**config.mk**
```make
export PLATFORM = sky130hd
export DESIGN_NAME = bus_cmd_decoder
export DESIGN_NICKNAME = d
export VERILOG_FILES = /design/src/rtl/bsc_pkg.sv /design/src/rtl/bsc_status_tracker.sv /design/src/rtl/bsc_cycle_fsm.sv /design/src/rtl/bsc_strobe_drv.sv /design/src/rtl/bus_cmd_decoder.sv
export SDC_FILE = /design/constraint.sdc
export NUM_CORES = 1
export LEC_CHECK = 0
export CAP_MARGIN = 40
export CORE_AREA = 2 2 67 44
export DETAILED_ROUTE_END_ITERATION = 8
export DIE_AREA = 0 0 69 46
export DONT_BUFFER_PORTS = 1
export SYNTH_ARGS = -nofsm -noshare
export SYNTH_HDL_FRONTEND = slang
export SYNTH_HIERARCHICAL = 1
export SYNTH_SLANG_ARGS = --single-unit
```
**constraint.sdc**
```tcl
create_clock -name clk -period 3.5 [get_ports clk]
set_input_delay 0.7 -clock clk [delete_from_list [all_inputs] [get_ports clk]]
set_output_delay 0.7 -clock clk [all_outputs]
set_load 0.1 [all_outputs]
```
**src/rtl/bsc_pkg.sv**
```systemverilog
// Shared constants, phase type and decode helpers for the bus status
// command decoder. Assumes a 3-bit status code with 111 as passive.
package bsc_pkg;

    localparam int CODE_W  = 3;
    localparam int NUM_CMD = 5;

    // Command bit positions inside the internal active-high vector.
    localparam int CMD_MRD  = 0;
    localparam int CMD_MWR  = 1;
    localparam int CMD_IORD = 2;
    localparam int CMD_IOWR = 3;
    localparam int CMD_INTA = 4;

    localparam logic [CODE_W-1:0] SC_INTA    = 3'b000;
    localparam logic [CODE_W-1:0] SC_IORD    = 3'b001;
    localparam logic [CODE_W-1:0] SC_IOWR    = 3'b010;
    localparam logic [CODE_W-1:0] SC_HALT    = 3'b011;
    localparam logic [CODE_W-1:0] SC_FETCH   = 3'b100;
    localparam logic [CODE_W-1:0] SC_MRD     = 3'b101;
    localparam logic [CODE_W-1:0] SC_MWR     = 3'b110;
    localparam logic [CODE_W-1:0] SC_PASSIVE = 3'b111;

    typedef enum logic [1:0] {
        PH_IDLE = 2'd0,
        PH_ADDR = 2'd1,
        PH_CMD  = 2'd2
    } phase_t;

    // Map a status code to a one-hot active-high command vector.
    function automatic logic [NUM_CMD-1:0] cmd_select(input logic [CODE_W-1:0] code);
        logic [NUM_CMD-1:0] v;
        v = '0;
        case (code)
            SC_INTA:          v[CMD_INTA] = 1'b1;
            SC_IORD:          v[CMD_IORD] = 1'b1;
            SC_IOWR:          v[CMD_IOWR] = 1'b1;
            SC_FETCH, SC_MRD: v[CMD_MRD]  = 1'b1;
            SC_MWR:           v[CMD_MWR]  = 1'b1;
            default:          v = '0;
        endcase
        return v;
    endfunction

    // True for codes that move data out of the processor.
    function automatic logic code_is_write(input logic [CODE_W-1:0] code);
        return (code == SC_IOWR) || (code == SC_MWR);
    endfunction

endpackage

```
**src/rtl/bsc_status_tracker.sv**
```systemverilog
// Remembers the status sampled at the previous edge. It flags a cycle start
// when the status goes from passive to non-passive. Assumes that reset loads
// a non-passive history, so a passive code must be seen after reset first.
module bsc_status_tracker
    import bsc_pkg::*;
#(
    parameter int W = CODE_W
) (
    input  logic         clk,
    input  logic         rst_n,
    input  logic [W-1:0] code,
    output logic         start,
    output logic         passive
);

    logic [W-1:0] prev_q;

    // Status history register; reset value is deliberately non-passive.
    always_ff @(posedge clk) begin
        if (!rst_n) prev_q <= '0;
        else        prev_q <= code;
    end

    // Passive detect and passive-to-active edge detect.
    always_comb begin
        passive = (code == W'(SC_PASSIVE));
        start   = (prev_q == W'(SC_PASSIVE)) && !passive;
    end

endmodule

```
**src/rtl/bsc_cycle_fsm.sv**
```systemverilog
// Bus cycle phase sequencer: idle -> address (latch pulse) -> command.
// It captures the status code at the start of a cycle and ignores later
// non-passive changes. Assumes that start is only meaningful while idle.
module bsc_cycle_fsm
    import bsc_pkg::*;
#(
    parameter int W = CODE_W
) (
    input  logic         clk,
    input  logic         rst_n,
    input  logic         start,
    input  logic         passive,
    input  logic [W-1:0] code,
    output phase_t       phase,
    output logic [W-1:0] cur_code,
    output logic         latch
);

    phase_t       ph_q, ph_d;
    logic [W-1:0] cc_q;
    logic         lat_q;

    // Next-phase selection.
    always_comb begin
        ph_d = ph_q;
        case (ph_q)
            PH_IDLE: if (start)   ph_d = PH_ADDR;
            PH_ADDR: ph_d = passive ? PH_IDLE : PH_CMD;
            PH_CMD:  if (passive) ph_d = PH_IDLE;
            default: ph_d = PH_IDLE;
        endcase
    end

    // Phase, captured code and latch pulse registers.
    always_ff @(posedge clk) begin
        if (!rst_n) begin
            ph_q  <= PH_IDLE;
            cc_q  <= SC_PASSIVE;
            lat_q <= 1'b0;
        end else begin
            ph_q  <= ph_d;
            lat_q <= (ph_q == PH_IDLE) && start;
            if ((ph_q == PH_IDLE) && start) cc_q <= code;
        end
    end

    assign phase    = ph_q;
    assign cur_code = cc_q;
    assign latch    = lat_q;

    p_latch_single_r3: assert property (@(posedge clk) disable iff (!rst_n)
        lat_q |=> !lat_q);

    p_latch_in_addr_r3: assert property (@(posedge clk) disable iff (!rst_n)
        lat_q |-> (ph_q == PH_ADDR));

    p_no_restart_r8: assert property (@(posedge clk) disable iff (!rst_n)
        (ph_q == PH_CMD) && !passive |=> !lat_q);

endmodule

```
**src/rtl/bsc_strobe_drv.sv**
```systemverilog
// Drives the registered active-low command strobes, the buffer enable and
// the direction. Commands open one clock after the latch pulse and close on
// a passive code. Assumes the phase and captured code from the sequencer.
module bsc_strobe_drv
    import bsc_pkg::*;
#(
    parameter int W = CODE_W,
    parameter int N = NUM_CMD
) (
    input  logic         clk,
    input  logic         rst_n,
    input  phase_t       phase,
    input  logic [W-1:0] cur_code,
    input  logic         passive,
    input  logic         start,
    input  logic [W-1:0] code,
    output logic [N-1:0] cmd_n,
    output logic         buf_en,
    output logic         dir_tx
);

    logic [N-1:0] nxt_act;
    logic         buf_q;
    logic         dir_q;

    // Next active-high command vector for this clock.
    always_comb begin
        nxt_act = '0;
        case (phase)
            PH_ADDR: if (!passive) nxt_act = N'(cmd_select(cur_code));
            PH_CMD:  if (!passive) nxt_act = ~cmd_n;
            default: nxt_act = '0;
        endcase
    end

    // One active-low register per command line.
    for (genvar gi = 0; gi < N; gi++) begin : g_cmd
        logic r_n;
        always_ff @(posedge clk) begin
            if (!rst_n) r_n <= 1'b1;
            else        r_n <= ~nxt_act[gi];
        end
        assign cmd_n[gi] = r_n;
    end

    // Buffer enable follows the presence of any command.
    always_ff @(posedge clk) begin
        if (!rst_n) buf_q <= 1'b0;
        else        buf_q <= |nxt_act;
    end

    // Direction is taken at cycle start, together with the latch pulse.
    always_ff @(posedge clk) begin
        if (!rst_n)                          dir_q <= 1'b0;
        else if ((phase == PH_IDLE) && start) dir_q <= code_is_write(code);
    end

    assign buf_en = buf_q;
    assign dir_tx = dir_q;

    p_reset_idle_r1: assert property (@(posedge clk)
        !rst_n |=> ((&cmd_n) && !buf_q && !dir_q));

    p_one_cmd_r9: assert property (@(posedge clk) disable iff (!rst_n)
        $countones(~cmd_n) <= 1);

    p_buf_match_r10: assert property (@(posedge clk) disable iff (!rst_n)
        buf_q == !(&cmd_n));

    p_dir_stable_r11: assert property (@(posedge clk) disable iff (!rst_n)
        buf_q |-> $stable(dir_q));

    p_halt_quiet_r5: assert property (@(posedge clk) disable iff (!rst_n)
        (phase == PH_CMD) && (cur_code == W'(SC_HALT)) |-> ((&cmd_n) && !buf_q));

    p_end_on_passive_r6: assert property (@(posedge clk) disable iff (!rst_n)
        !(&cmd_n) && passive |=> (&cmd_n));

endmodule

```
**src/rtl/bus_cmd_decoder.sv**
```systemverilog
// Top level of the bus status command decoder. It joins the status tracker,
// the cycle sequencer and the strobe driver, and spreads the command vector
// onto named pins. Assumes a single clock domain for stat_code.
module bus_cmd_decoder
    import bsc_pkg::*;
(
    input  logic              clk,
    input  logic              rst_n,
    input  logic [CODE_W-1:0] stat_code,
    output logic              mem_rd_n,
    output logic              mem_wr_n,
    output logic              io_rd_n,
    output logic              io_wr_n,
    output logic              int_ack_n,
    output logic              addr_latch,
    output logic              buf_en,
    output logic              dir_tx
);

    logic              start, passive;
    phase_t            phase;
    logic [CODE_W-1:0] cur_code;
    logic [NUM_CMD-1:0] cmd_n;

    bsc_status_tracker #(.W(CODE_W)) u_trk (
        .clk(clk), .rst_n(rst_n), .code(stat_code),
        .start(start), .passive(passive)
    );

    bsc_cycle_fsm #(.W(CODE_W)) u_fsm (
        .clk(clk), .rst_n(rst_n), .start(start), .passive(passive),
        .code(stat_code), .phase(phase), .cur_code(cur_code), .latch(addr_latch)
    );

    bsc_strobe_drv #(.W(CODE_W), .N(NUM_CMD)) u_drv (
        .clk(clk), .rst_n(rst_n), .phase(phase), .cur_code(cur_code),
        .passive(passive), .start(start), .code(stat_code),
        .cmd_n(cmd_n), .buf_en(buf_en), .dir_tx(dir_tx)
    );

    assign mem_rd_n  = cmd_n[CMD_MRD];
    assign mem_wr_n  = cmd_n[CMD_MWR];
    assign io_rd_n   = cmd_n[CMD_IORD];
    assign io_wr_n   = cmd_n[CMD_IOWR];
    assign int_ack_n = cmd_n[CMD_INTA];

    p_cmd_after_latch_r4: assert property (@(posedge clk) disable iff (!rst_n)
        addr_latch && !passive && (cur_code != SC_HALT) |=> !(&cmd_n));

    p_no_cmd_with_latch_r3: assert property (@(posedge clk) disable iff (!rst_n)
        addr_latch |-> (&cmd_n));

endmodule

```
### Yosys cells after proc, flatten, opt, wreduce, memory -nomap -nowiden

Index checks and enable logic that the tools add are counted.

| operators by class | value |
|---|---|
| equality and inequality tests | 13 |
| reductions and logical operators | 9 |
| mux-type cells | 12 |
| bitwise operators | 6 |

Operators with widths:

| kind | number |
|---|---|
| $eq 3x3->1 const B | 6 |
| $mux 5 | 2 |
| $pmux 5 s2 | 1 |
| $eq 3x2->1 const B | 2 |
| $mux 2 | 3 |
| $pmux 2 s3 | 1 |
| $mux 1 | 5 |
| $not 1->1 | 5 |
| $not 5->5 | 1 |
| $reduce_or 5->1 | 1 |
| $eq 3x1->1 const B | 1 |
| $logic_not 3->1 | 1 |
| $eq 2x1->1 const B | 1 |
| $eq 2x2->1 const B | 1 |
| $logic_and 1x1->1 | 2 |
| $logic_not 2->1 | 1 |
| $ne 2x1->1 const B | 1 |
| $ne 2x2->1 const B | 1 |
| $reduce_and 2->1 | 1 |
| $reduce_or 2->1 | 1 |
| $logic_not 1->1 | 1 |
| $logic_or 1x1->1 | 1 |

| word-level totals | value |
|---|---|
| logic and storage cells | 51 |
| output and inout bits | 8 |
| flip-flop bits (word level) | 16 |
| input bits | 5 |

### Logic depth before layout (Yosys ltp)

| logic depth | value |
|---|---|
| word-level depth | 6 |
| depth in mapped cells | 5 |
| depth with buffers taken out | 5 |

### Cells and area by module

Netlist, hierarchy kept.

Modules (own cells, without submodules):

| module | sequential area each (µm²) | area an instance (µm²) | times used | cells an instance |
|---|---|---|---|---|
| bsc_strobe_drv | 140.1 | 400.4 | 1 | 44 |
| bsc_cycle_fsm | 120.1 | 234.0 | 1 | 20 |
| bsc_status_tracker | 60.1 | 102.6 | 1 | 9 |

### Least setup slack after synthesis

No wires, ideal clock.

| timing path | value |
|---|---|
| kind | reg-to-output |
| from | register u_drv.dir_q (netlist: u_drv/dir_tx) |
| to | output port dir_tx |
| path slack | 1.876 ns |
| stages on the path, launching flop included | 1 |
| data arrival time | 0.924 ns |
| path buffers | 0 |
| data required time | 2.800 ns |
| cells stage by stage | dfxtp_1 |

RTL lines:

| what | line | source |
|---|---|---|
| start: declaration | bsc_strobe_drv.sv:24 | `logic dir_q;` |
| start signal: assignment | bsc_strobe_drv.sv:55 | `else if ((phase == PH_IDLE) && start) dir_q <= code_is_write(code);` |
| end: declaration | bus_cmd_decoder.sv:17 | `output logic dir_tx` |

No word-level cell between the ends.

### Final worst setup path

| timing path | value |
|---|---|
| from | register u_drv.g_cmd[1].r_n |
| to | output port mem_wr_n |

RTL lines:

| what | line | source |
|---|---|---|
| start: declaration | bsc_strobe_drv.sv:38 | `logic r_n;` |
| start signal: assignment | bsc_strobe_drv.sv:41 | `else r_n <= ~nxt_act[gi];` |
| end: declaration | bus_cmd_decoder.sv:11 | `output logic mem_wr_n,` |

No word-level cell between the ends.

==> metrics.md <==
| Metric | Value |
|---|---|
| Post-DP Area | about 890 um2 |
| Post-route cell area | ~940 um2 |
| Drt first pass iters | 4 |
| Count of pins over their slew limit | 0 |
| R2r startpoint | u_fsm/phase[0] |
| Mapped Avg Cell Area | between 10 and 15 um2 |
| Synth Cell Area | around 740 um2 |
| Period utilisation layout | a little under half |
| Met3 wire len | between 60 and 70 um |
| Total track usage | about a tenth |
| Worst-Margin Slew | 0.316 ns |
| Hold depth | 2 |
| Buffers and inverters on the worst path | 1 |
| Syn nets | 81 |
| Synth Area in XOR/XNOR | 1.19% |
| Synth Warn # | 6 |
| Adder-Cell Fraction of Synth Area | 5.09% |
| TritonCTS clock tree | built |
| Vias/cell | between 4 and 5 |
| Setup TNS | 0 ns |
| Slew margin rel. | roughly four fifths |
| Net count, final | a little under 90 |
| Max VDD drop | around 0.14 mV |
| Worst Hold Path EP | u_drv/dir_tx |
| Simple-gate share of the synthesized area | between 30% and 40% |
| Post-CTS Hold Buffers | 0 |
| Asr flop ratio synth | 0% |
| DRT antenna net count | 0 |
| Port Buffer Count | 0 |
| Placed insts | 110 |
| Die X-Extent | roughly 69 um |
| Vias in the first global route | approximately 490 |
| P_leak | 0.376 nW |
| Top Layer Used | met4 |
| Grt total ovfl | 0 |
| Final setup violating endpoints | 0 |
| Number of max-cap violations | 0 |
| Synth cell count leaders | dfxtp_1, inv_1, buf_4, nand2_1, and2_1 |
| Synth area leader | dfxtp_1 |
| Number of synthesized flops with an enable pin | 0 |
| Largest family of logic cells by synthesized area | simple AND/OR/NAND/NOR gates |
| RePlAce Congestion | ~0.79 |
| Reg power frac | a little over half |
| H-tree level count | 1 |
| Critical-path top delay cell | dfxtp_1 |
| Int Pwr | 0.000288 W |
| Post-Route WL | between 1000 and 1500 um |
| Proportion of layout cells with a drive suffix above 1 | between 20% and 30% |
| Total CTS buffers | 3 |
| CP startpoint kind | register |
| Switching part of the total | between 10% and 20% |
| HP Start | u_drv/dir_tx |
| Worst path top cell family by delay | flip-flops |
| Initial DRC Count | 23 |
| Area Growth Syn to Fin | 27.8% |
| Initial core utilization | between 20% and 30% |
| Worst-path cell chain | buf_16 |
| Met2 wire len | around 630 um |
| Die footprint | between 3000 and 4000 um2 |
| DP HPWL | 1090 um |
| Clock Latency Late Sink | roughly 0.24 ns |
| Seq cells post-synth | 16 |
| Global-route wire length before repair | approximately 2300 um |
| Kind of end point of the critical path | output port |
| Post-CTS Setup Inserts | 0 |
| Worst Path Required | 2.80 ns |
| Worst r2r dst | u_drv/buf_en |
| WL per Instance | ~12 um |
| Clock Tree Buf Depth | 2 |
| Ant diodes | 0 |
| Reg2Reg Setup Slack | 2.00 ns |
| Hold Crit Class | register to register |
| Final cell count without fillers | between 100 and 150 |
| CP peak stage delay | 0.45 ns |
| Cell count after synthesis | 73 |
| Stages on the worst setup path | 1 |
| Post-CTS sizing | 0 |
| Top post-synthesis cells by area | dfxtp_1, buf_4, ha_1, nand4bb_1, inv_1 |
| CP arrival | 0.90 ns |
| CTS clk-pin slew, worst paths | roughly 0.06 ns |
| TritonCTS sink count | 16 |
| Met1 WL | around 680 um |
| Register area share after synthesis | 43.5% |
| DRC violations left | 0 |
| Post-synthesis mux area share | 0% |
| RSZ-0062 raised after global routing | no |
| Crit Path Max Fanout | 3 |
| Die Y | around 46 um |
| Core Rows | 15 |
| F_max | 627 MHz |
| Worst reg2reg path depth | 5 |
| Final Hold Vio Count | 0 |
| Num ports | 13 |
| Yosys top cell area share | between 40% and 50% |
| Top-count cell post-synth | dfxtp_1 |
| Min Clock Period, post-route | about 1.6 ns |
| Initial antenna violation count | 0 |
| Synth Area in Compound Gates | roughly a tenth |
| Core Box Area | around 2600 um2 |
| Clk network pwr share | around 45% |
| Worst Skew | roughly 0.0015 ns |
| Largest net degree at the start of global routing | 13 |
| Sw power | 0.0000650 W |
| Root Buffer | clkbuf_8 |
| Via Count | between 500 and 600 |
| Synth Flop Type | dfxtp_1 |
| Combinational share of power | under 10% |
| Total power divided by cell area | about 370 nW/um2 |
| Worst setup path class | register to output port |
| Status | completed |
| Synth unique cells | 28 |
-- flip-flops by register name (all words and copies together), names as in the netlist --
name             flops
u_drv/buf_en         1
u_drv/dir_tx         1
u_drv/g_cmd.r_n      5
u_fsm/cur_code       3
u_fsm/latch          1
u_fsm/phase          2
u_trk/prev_q         3
-- kinds of logic after synthesis --
logic type	count (synthesis)
XOR/XNOR	1
flip-flops	16
AO/OA/AOI/OAI	11
AND/OR/NAND/NOR	30
buffers and inverters	12
adder cells (fa/ha/maj)	3
-- cell usage in the layout (no fill, tap or decap), types with 2 or more instances in the layout --
master / instances
nand2_1: 5
nor3b_2: 2
o211ai_1: 3
inv_1: 7
buf_16: 2
clkbuf_8: 4
nor2b_1: 3
ha_1: 3
and3b_1: 2
o21ai_0: 3
nand4bb_1: 3
buf_8: 6
and2_1: 4
o2bb2ai_1: 2
dfxtp_1: 16
-- per-layer routing --
layer / track usage (%) / up-vias
li1: - / 262
met3: 3.54 / 2
met5: 0 / -
met2: 14.8 / 10
met4: 2.35 / 0
met1: 12.9 / 245
-- cell type report --
class / count / area (um2)
repair buffers: 8 / 145
multi-input cells: 45 / 353
flip-flops and latches: 16 / 320
inverters: 7 / 26.3
well taps: 34 / 42.5
fillers: 274 / 1690
clock buffers: 4 / 55.1
-- stage by stage --
| step | power, W | utilization (%) | hold WS (ns) | setup slack [ns] |
|---|---|---|---|---|
| 3_3_place_gp | 0.000196 | 28.2 | 0.534 | 1.81 |
| 6_report | 0.000353 | 35.9 | 0.493 | 1.90 |
| 5_1_grt | 0.000365 | 35.9 | 0.527 | 1.83 |
| 3_5_place_dp | 0.000197 | 33.8 | 0.488 | 1.80 |
| 2_1_floorplan | 0.000196 | - | 0.456 | 1.88 |
| 4_1_cts | 0.000357 | 35.9 | 0.496 | 1.89 |
-- tightest hold or removal path: stages (launching register included) --
cell and delay (ns):
dfxtp_1 0.33, nand2_1 0.05, a21boi_0 0.06
-- how the worst max path moves through the flow --
stage,startpoint,to,slack [ns]
floorplan,u_drv/dir_tx,dir_tx,1.88
global placement,stat_code[2],u_fsm/cur_code[0],1.81
detailed placement,stat_code[2],u_fsm/cur_code[1],1.80
CTS,u_drv/g_cmd[1].r_n,mem_wr_n,1.89
global route,u_fsm/phase[0],u_drv/buf_en,1.83
finish,u_drv/g_cmd[1].r_n,mem_wr_n,1.90
-- power groups by stage --
stage                     Sequential [W]  Combinational [W]  Clock, W
after floorplan                 0.000190         0.00000517         0
after global placement          0.000191         0.00000574         0
after detailed placement        0.000190         0.00000711         0
after CTS                       0.000186         0.00000714  0.000163
after global routing            0.000186         0.00000778  0.000171
final                           0.000186         0.00000712  0.000160
Power figures use the tool's default switching activity.
